File: config.mk
export PLATFORM = sky130hd
export DESIGN_NAME = ilv_fill_engine
export DESIGN_NICKNAME = d
export VERILOG_FILES = /design/src/rtl/ibs_pkg.sv /design/src/rtl/ibs_addr_map.sv /design/src/rtl/ibs_bank.sv /design/src/rtl/ibs_sequencer.sv /design/src/rtl/ilv_fill_engine.sv
export SDC_FILE = /design/constraint.sdc
export NUM_CORES = 1
export LEC_CHECK = 0
export BUFFER_PORTS_ARGS = -buffer_cell sky130_fd_sc_hd__buf_4
export CAP_MARGIN = 20
export CORE_UTILIZATION = 53
export CTS_BUF_LIST = sky130_fd_sc_hd__clkbuf_4
export CTS_CLUSTER_SIZE = 28
export DETAILED_ROUTE_END_ITERATION = 10
export GPL_TIMING_DRIVEN = 0
export PLACE_DENSITY = 0.77
export SLEW_MARGIN = 15
export SYNTH_ARGS = -nofsm -noshare
export SYNTH_HDL_FRONTEND = slang
export SYNTH_SLANG_ARGS = --single-unit
File: constraint.sdc
create_clock -name clk -period 2.48 [get_ports clk]
set_clock_uncertainty 0.2 [all_clocks]
set_input_delay 0.248 -clock clk [delete_from_list [all_inputs] [get_ports clk]]
set_output_delay 0.248 -clock clk [all_outputs]
set_load 0.01 [all_outputs]
File: src/rtl/ibs_pkg.sv
package ibs_pkg;
    typedef enum logic [1:0] {
        SQ_IDLE,
        SQ_ADDR,
        SQ_ACCESS,
        SQ_XFER
    } sq_state_e;
endpackage

File: src/rtl/ibs_addr_map.sv
module ibs_addr_map #(
    parameter int ADDR_W    = 8,
    parameter int BANKS     = 4,
    parameter int BLK_WORDS = 4,
    localparam int BSEL_W   = $clog2(BANKS),
    localparam int IDX_W    = $clog2(BLK_WORDS),
    localparam int BLK_AW   = ADDR_W - IDX_W,
    localparam int ROW_W    = ADDR_W - BSEL_W
) (
    input  logic [BLK_AW-1:0] blk,
    input  logic [IDX_W-1:0]  idx,
    output logic [ROW_W-1:0]  row,
    output logic [BSEL_W-1:0] bank
);
    logic [ADDR_W-1:0] waddr;

    // Word address from block and index; low bits pick the bank, the rest the row.
    always_comb begin
        waddr = {blk, idx};
        bank  = waddr[BSEL_W-1:0];
        row   = waddr[ADDR_W-1:BSEL_W];
    end
endmodule

File: src/rtl/ibs_bank.sv
module ibs_bank #(
    parameter int WORD_W  = 16,
    parameter int ADDR_W  = 8,
    parameter int BANKS   = 4,
    parameter int BANK_ID = 0,
    parameter int ACC_CYC = 24,
    localparam int BSEL_W = $clog2(BANKS),
    localparam int ROW_W  = ADDR_W - BSEL_W,
    localparam int ROWS   = 1 << ROW_W,
    localparam int TMR_W  = $clog2(ACC_CYC) + 1
) (
    input  logic              clk,
    input  logic              rst_n,
    input  logic              start,
    input  logic [ROW_W-1:0]  row,
    output logic              done,
    output logic [WORD_W-1:0] dout
);
    typedef struct packed {
        logic              busy;
        logic [TMR_W-1:0]  tmr;
        logic [WORD_W-1:0] dout;
    } bank_st_t;

    bank_st_t st_d, st_q;
    logic [WORD_W-1:0] mem [ROWS];

    function automatic logic [WORD_W-1:0] fill_pat(input logic [ADDR_W-1:0] a);
        logic [WORD_W-1:0] p;
        for (int i = 0; i < WORD_W; i++) begin
            p[i] = (i < ADDR_W) ? a[i % ADDR_W] : ~a[i % ADDR_W];
        end
        return p;
    endfunction

    // Array contents: a fixed, predictable pattern loaded at reset.
    always_ff @(posedge clk) begin
        if (!rst_n) begin
            for (int r = 0; r < ROWS; r++) begin
                mem[r] <= fill_pat({ROW_W'(r), BSEL_W'(BANK_ID)});
            end
        end
    end

    always_comb begin
        st_d = st_q;
        if (start) begin
            st_d.busy = 1'b1;
            st_d.tmr  = TMR_W'(ACC_CYC - 1);
            st_d.dout = mem[row];
        end else if (st_q.busy) begin
            if (st_q.tmr == '0) begin
                st_d.busy = 1'b0;
            end else begin
                st_d.tmr = st_q.tmr - 1'b1;
            end
        end
    end

    always_ff @(posedge clk) begin
        if (!rst_n) begin
            st_q <= '0;
        end else begin
            st_q <= st_d;
        end
    end

    assign done = st_q.busy && (st_q.tmr == '0);
    assign dout = st_q.dout;

    // the access-complete indication lasts a single cycle
    p_done_pulse_r3: assert property (@(posedge clk) disable iff (!rst_n)
        done |=> !done);
    // a bank is never restarted while its access is running
    p_no_restart_r6: assert property (@(posedge clk) disable iff (!rst_n)
        st_q.busy |-> !start);
endmodule

File: src/rtl/ibs_sequencer.sv
module ibs_sequencer
    import ibs_pkg::*;
#(
    parameter int WORD_W      = 16,
    parameter int ADDR_W      = 8,
    parameter int BANKS       = 4,
    parameter int BLK_WORDS   = 4,
    parameter int ADDR_CYC    = 4,
    parameter int XFER_CYC    = 4,
    parameter bit INTERLEAVED = 1'b1,
    localparam int BSEL_W     = $clog2(BANKS),
    localparam int IDX_W      = $clog2(BLK_WORDS),
    localparam int BLK_AW     = ADDR_W - IDX_W,
    localparam int CNT_MAX    = (ADDR_CYC > XFER_CYC) ? ADDR_CYC : XFER_CYC,
    localparam int CNT_W      = $clog2(CNT_MAX) + 1
) (
    input  logic              clk,
    input  logic              rst_n,
    input  logic              req_valid,
    input  logic [BLK_AW-1:0] req_blk,
    output logic              req_ready,
    output logic [BLK_AW-1:0] cur_blk,
    output logic [IDX_W-1:0]  cur_idx,
    input  logic [BSEL_W-1:0] cur_bank,
    output logic [BANKS-1:0]  bank_start,
    input  logic              sel_done,
    input  logic [WORD_W-1:0] sel_data,
    output logic              rsp_valid,
    output logic [WORD_W-1:0] rsp_data,
    output logic [IDX_W-1:0]  rsp_index,
    output logic              rsp_last
);
    typedef struct packed {
        sq_state_e         state;
        logic [CNT_W-1:0]  cnt;
        logic [BLK_AW-1:0] blk;
        logic [IDX_W-1:0]  idx;
        logic              rsp_valid;
        logic [WORD_W-1:0] rsp_data;
        logic [IDX_W-1:0]  rsp_index;
        logic              rsp_last;
    } seq_st_t;

    seq_st_t st_d, st_q;
    logic    launch;
    logic    at_final;

    // Start mask: overlapped variant opens every bank, sequential only the addressed one.
    generate
        if (INTERLEAVED) begin : g_all_banks
            assign bank_start = {BANKS{launch}};
        end else begin : g_one_bank
            assign bank_start = launch ? (BANKS'(1) << cur_bank) : '0;
        end
    endgenerate

    assign at_final = (st_q.idx == IDX_W'(BLK_WORDS - 1));

    always_comb begin
        st_d           = st_q;
        st_d.rsp_valid = 1'b0;
        st_d.rsp_last  = 1'b0;
        launch         = 1'b0;
        unique case (st_q.state)
            SQ_IDLE: begin
                if (req_valid) begin
                    st_d.state = SQ_ADDR;
                    st_d.cnt   = CNT_W'(ADDR_CYC - 1);
                    st_d.blk   = req_blk;
                    st_d.idx   = '0;
                end
            end
            SQ_ADDR: begin
                if (st_q.cnt == '0) begin
                    launch     = 1'b1;
                    st_d.state = SQ_ACCESS;
                end else begin
                    st_d.cnt = st_q.cnt - 1'b1;
                end
            end
            SQ_ACCESS: begin
                if (sel_done) begin
                    st_d.state = SQ_XFER;
                    st_d.cnt   = CNT_W'(XFER_CYC - 1);
                end
            end
            SQ_XFER: begin
                if (st_q.cnt == '0) begin
                    st_d.rsp_valid = 1'b1;
                    st_d.rsp_data  = sel_data;
                    st_d.rsp_index = st_q.idx;
                    st_d.rsp_last  = at_final;
                    if (at_final) begin
                        st_d.state = SQ_IDLE;
                    end else begin
                        st_d.idx = st_q.idx + 1'b1;
                        if (INTERLEAVED) begin
                            st_d.cnt = CNT_W'(XFER_CYC - 1);
                        end else begin
                            st_d.state = SQ_ADDR;
                            st_d.cnt   = CNT_W'(ADDR_CYC - 1);
                        end
                    end
                end else begin
                    st_d.cnt = st_q.cnt - 1'b1;
                end
            end
            default: st_d.state = SQ_IDLE;
        endcase
    end

    always_ff @(posedge clk) begin
        if (!rst_n) begin
            st_q       <= '0;
            st_q.state <= SQ_IDLE;
        end else begin
            st_q <= st_d;
        end
    end

    assign req_ready = (st_q.state == SQ_IDLE);
    assign cur_blk   = st_q.blk;
    assign cur_idx   = st_q.idx;
    assign rsp_valid = st_q.rsp_valid;
    assign rsp_data  = st_q.rsp_data;
    assign rsp_index = st_q.rsp_index;
    assign rsp_last  = st_q.rsp_last;

    // the block address stays frozen while a fill is in progress
    p_blk_hold_r2: assert property (@(posedge clk) disable iff (!rst_n)
        !req_ready && !$past(req_ready) |-> $stable(cur_blk));
endmodule

File: src/rtl/ilv_fill_engine.sv
module ilv_fill_engine #(
    parameter int WORD_W      = 16,
    parameter int ADDR_W      = 8,
    parameter int BANKS       = 4,
    parameter int BLK_WORDS   = 4,
    parameter int ADDR_CYC    = 4,
    parameter int ACC_CYC     = 24,
    parameter int XFER_CYC    = 4,
    parameter bit INTERLEAVED = 1'b1,
    localparam int BSEL_W     = $clog2(BANKS),
    localparam int IDX_W      = $clog2(BLK_WORDS),
    localparam int BLK_AW     = ADDR_W - IDX_W,
    localparam int ROW_W      = ADDR_W - BSEL_W
) (
    input  logic              clk,
    input  logic              rst_n,
    input  logic              req_valid,
    output logic              req_ready,
    input  logic [BLK_AW-1:0] req_blk,
    output logic              rsp_valid,
    output logic [WORD_W-1:0] rsp_data,
    output logic [IDX_W-1:0]  rsp_index,
    output logic              rsp_last
);
    logic [BLK_AW-1:0] cur_blk;
    logic [IDX_W-1:0]  cur_idx;
    logic [ROW_W-1:0]  row;
    logic [BSEL_W-1:0] cur_bank;
    logic [BANKS-1:0]  bank_start;
    logic [BANKS-1:0]  bank_done;
    logic [WORD_W-1:0] bank_dout [BANKS];
    logic              sel_done;
    logic [WORD_W-1:0] sel_data;

    ibs_addr_map #(
        .ADDR_W    (ADDR_W),
        .BANKS     (BANKS),
        .BLK_WORDS (BLK_WORDS)
    ) u_map (
        .blk  (cur_blk),
        .idx  (cur_idx),
        .row  (row),
        .bank (cur_bank)
    );

    generate
        for (genvar b = 0; b < BANKS; b++) begin : g_bank
            ibs_bank #(
                .WORD_W  (WORD_W),
                .ADDR_W  (ADDR_W),
                .BANKS   (BANKS),
                .BANK_ID (b),
                .ACC_CYC (ACC_CYC)
            ) u_bank (
                .clk   (clk),
                .rst_n (rst_n),
                .start (bank_start[b]),
                .row   (row),
                .done  (bank_done[b]),
                .dout  (bank_dout[b])
            );
        end
    endgenerate

    assign sel_done = bank_done[cur_bank];
    assign sel_data = bank_dout[cur_bank];

    ibs_sequencer #(
        .WORD_W      (WORD_W),
        .ADDR_W      (ADDR_W),
        .BANKS       (BANKS),
        .BLK_WORDS   (BLK_WORDS),
        .ADDR_CYC    (ADDR_CYC),
        .XFER_CYC    (XFER_CYC),
        .INTERLEAVED (INTERLEAVED)
    ) u_seq (
        .clk        (clk),
        .rst_n      (rst_n),
        .req_valid  (req_valid),
        .req_blk    (req_blk),
        .req_ready  (req_ready),
        .cur_blk    (cur_blk),
        .cur_idx    (cur_idx),
        .cur_bank   (cur_bank),
        .bank_start (bank_start),
        .sel_done   (sel_done),
        .sel_data   (sel_data),
        .rsp_valid  (rsp_valid),
        .rsp_data   (rsp_data),
        .rsp_index  (rsp_index),
        .rsp_last   (rsp_last)
    );

    // the final-word flag coincides with the highest index
    p_last_final_r4: assert property (@(posedge clk) disable iff (!rst_n)
        rsp_valid |-> (rsp_last == (rsp_index == IDX_W'(BLK_WORDS - 1))));
    // no new request can be taken while words are still owed
    p_busy_not_ready_r2: assert property (@(posedge clk) disable iff (!rst_n)
        rsp_valid && !rsp_last |-> !req_ready);
    // successive words of a block step the index by one
    p_index_step_r4: assert property (@(posedge clk) disable iff (!rst_n)
        rsp_valid && !rsp_last |=> (!rsp_valid || rsp_index != '0));

    generate
        if (XFER_CYC > 1) begin : g_pulse_chk
            // word strobes are isolated single-cycle pulses
            p_single_pulse_r8: assert property (@(posedge clk) disable iff (!rst_n)
                rsp_valid |=> !rsp_valid);
        end
    endgenerate
endmodule

==> flow_metrics.tcl <==
set metrics [dict create \
    status "finished clean" \
    numPortBuffers 27 \
    fin_crit_sh_pct 89.5 \
    ir_drop_uv 517 \
    ys_seq_area_share_pct 43.4 \
    numCtsBuffers 9 \
    power_density_nw_per_um2 947 \
    synth-main-ff-cell "dfxtp_1" \
    arrival_ps 2340 \
    ios 30 \
    viasPerCell 5.19 \
    crit_fanout 5 \
    die_y_microns 82.3 \
    avgSynthCellArea_sq_um 8.69 \
    n_antenna_cell 0 \
    netSwitchingFraction_pct 37.5 \
    drv_cap 0 \
    crit_required_ps 2600 \
    dieArea_sq_um 6770 \
    synthArstFlopShare_pct 0 \
    overflow 0 \
    fillers 545 \
    timing.setup.tns_ps 0 \
    core_sq_um 6060 \
    syn_inst 393 \
    switchingPower_uw 1390 \
    worstMarginPinSlew_ps 621 \
    rows 28 \
    synth_seq_cells 74 \
    start_util_pct 56.3 \
    hold_viol 0 \
    p_int_uw 2310 \
    synthTopCellsByArea "dfxtp_1 43%, a21boi_0 10%, nand2_1 8.1%" \
    first_iter_violations 188 \
    setup_viol 0 \
    worst_setup_path_end_kind "register" \
    syn_nets 417 \
    rsz0062_at_grt "false" \
    drt_wl_total_microns 6840 \
    combPwrFrac_pct 34.9 \
    final_cells 517 \
    htree_levels 3 \
    relSlewSlack_pct 58.2 \
    r2r_end "u_seq.st_q[30]" \
    yosys-top-cells-count "74 x dfxtp_1, 74 x nand2_1, 47 x a21boi_0" \
    synth-edff-count 0 \
    post_cts_buffers 0 \
    antenna_found_initial 0 \
    tritoncts "done" \
    clock_power_share_pct 20.1 \
    dr.pass1.iters 5 \
    clock_path_buffers 2 \
    wl_per_cell_microns 13.2 \
    synth_top_area_cell "dfxtp_1" \
    criticalPathCategory "reg -> reg" \
    grt_pass1_vias 2449 \
    synth_area_sq_um 3410 \
    yosysWarningCount 0 \
    clk_latency_ps 420 \
    p_leak_uw 0.00151 \
    cts_root_buf "clkbuf_4" \
    hold-path-cell-count 3 \
    synth.top_cell.area_share_pct 43.4 \
    max_freq_ghz 0.451 \
    grt_pass1_wl_microns 11200 \
    dpl.cell_count 495 \
    drive_gt1_share_pct 15.2 \
    clkTransAtPathRegs_ps 130 \
    grt_usage_pct 22.4 \
    die_w_microns 82.3 \
    maxSlewViolCount 0 \
    r2r_slack_ps 260 \
    vias 2681 \
    drc 0 \
    area_growth_pct 14.5 \
    cts_sinks 74 \
    dpl.hpwl_microns 4950 \
    start_kind "register" \
    worst_hold_path_type "in -> reg" \
    min_from "req_valid" \
    fin_crit_ps 2220 \
    nets 461 \
    seq_power_share_pct 45.0 \
    grt_max_degree 14 \
    holdPathEnd "u_seq.cur_blk[4]" \
    reg2regPathDepth 5 \
    ys_types 35 \
    reg2reg_from "g_bank[2].u_bank.st_q[18]" \
    gp_congestion 0.831 \
    ant_nets 0 \
]
-- state kept, by name, indices dropped and copies added, names as in the netlist --
register	count
u_seq.rsp_valid	1
u_seq.rsp_data	16
g_bank.u_bank.dout	13
u_seq.st_q	5
u_seq.rsp_index	2
g_bank.u_bank.st_q	28
u_seq.rsp_last	1
u_seq.cur_idx	2
u_seq.cur_blk	6
-- per-stage QoR --
| stage | hold WS, ps | util [%] | setup slack [ps] | cell area, sq um | total power [uW] |
|---|---|---|---|---|---|
| floorplan | 204 | - | 386 | 3410 | 2660 |
| global placement | 244 | 61.2 | 231 | 3710 | 2910 |
| detailed placement | 254 | 61.2 | 174 | 3710 | 2970 |
| CTS | 30.8 | 64.5 | 153 | 3910 | 3710 |
| global route | 49.4 | 64.5 | 26.4 | 3910 | 3990 |
| finish | 30.9 | 64.5 | 261 | 3910 | 3700 |
-- how the worst max path moves through the flow --
stage,from,endpoint,slack [ps],cells past startpoint
6_report,g_bank[2].u_bank.st_q[18],u_seq.st_q[30],260,5
4_1_cts,u_seq.st_q[28],g_bank[3].u_bank.dout[14],150,8
3_5_place_dp,u_seq.st_q[28],g_bank[3].u_bank.dout[14],170,8
3_3_place_gp,u_seq.st_q[28],g_bank[3].u_bank.dout[15],230,8
5_1_grt,u_seq.st_q[28],g_bank[3].u_bank.dout[15],30,8
2_1_floorplan,g_bank[2].u_bank.st_q[18],u_seq.st_q[30],390,5
-- routing by layer --
layer	up-vias	part of all wire (%)	track usage, %
li1	1384	-	-
met1	1225	47	28.0
met2	57	47	37.6
met3	15	4.2	4.40
met4	0	1.5	9.47
met5	-	0	0
-- logic make-up (layout without fill, tap and decap cells) --
group	Yosys count	after routing	synth area share, %
and+or+nand+nor	141	141	19.1
AOI/OAI and AO/OA	85	85	17.9
DFF	74	74	43.4
buffers and inverters	55	104	8.03
xor gates and xnor gates	18	18	4.62
adders and majority gates	15	15	5.50
muxes	5	5	1.47
-- cell usage in the layout (no fill, tap or decap), types with 2 or more instances in the layout --
cell	instances
a21boi_0	47
a21boi_1	4
a21oi_1	7
and2_1	6
and3_1	2
buf_4	45
clkbuf_1	19
clkbuf_4	9
clkinv_2	2
clkinvlp_4	4
dfxtp_1	74
dlygate4sd3_1	6
ha_1	15
inv_1	17
mux2i_1	5
nand2_1	74
nand2b_1	3
nand3_1	20
nand4_1	2
nor2_1	19
nor2b_1	2
nor3_1	3
nor4_1	4
o211ai_1	2
o21a_1	6
o21ai_0	13
or4_4	2
xnor2_1	6
xor2_1	12
-- area by class of cell --
type | count | area, sq um | share of cell area, %
Clock buffer | 9 | 67.6 | 1.73
Clock inverter | 7 | 70.1 | 1.79
Sequential cell | 74 | 1480 | 37.9
Inverter | 17 | 63.8 | 1.63
Buffer | 38 | 211 | 5.41
Timing Repair Buffer | 33 | 263 | 6.72
Tap cell | 75 | 93.8 | 2.40
Multi-Input combinational cell | 264 | 1660 | 42.4
-- repair_timing --
action                                 in CTS  in global routing
hold buffers                                6                  0
gates resized for setup                     0                  2
endpoints found under the hold margin       6                  0
setup endpoints to repair                   0                  4
-- power groups by stage --
stage          Combinational, uW  Clock, uW  Sequential [uW]
3_5_place_dp                1280          0             1690
3_3_place_gp                1230          0             1680
2_1_floorplan               1010          0             1640
6_report                    1290        745             1660
4_1_cts                     1290        757             1660
5_1_grt                     1480        807             1710
-- worst max-delay path, cell delays in order, from the launching register on --
cell and delay, ps:
dfxtp_1 370, or4_4 550, or4_4 450, nand4_4 140, o2111ai_4 160, a31o_1 260
(Power assumes the default switching activity.)
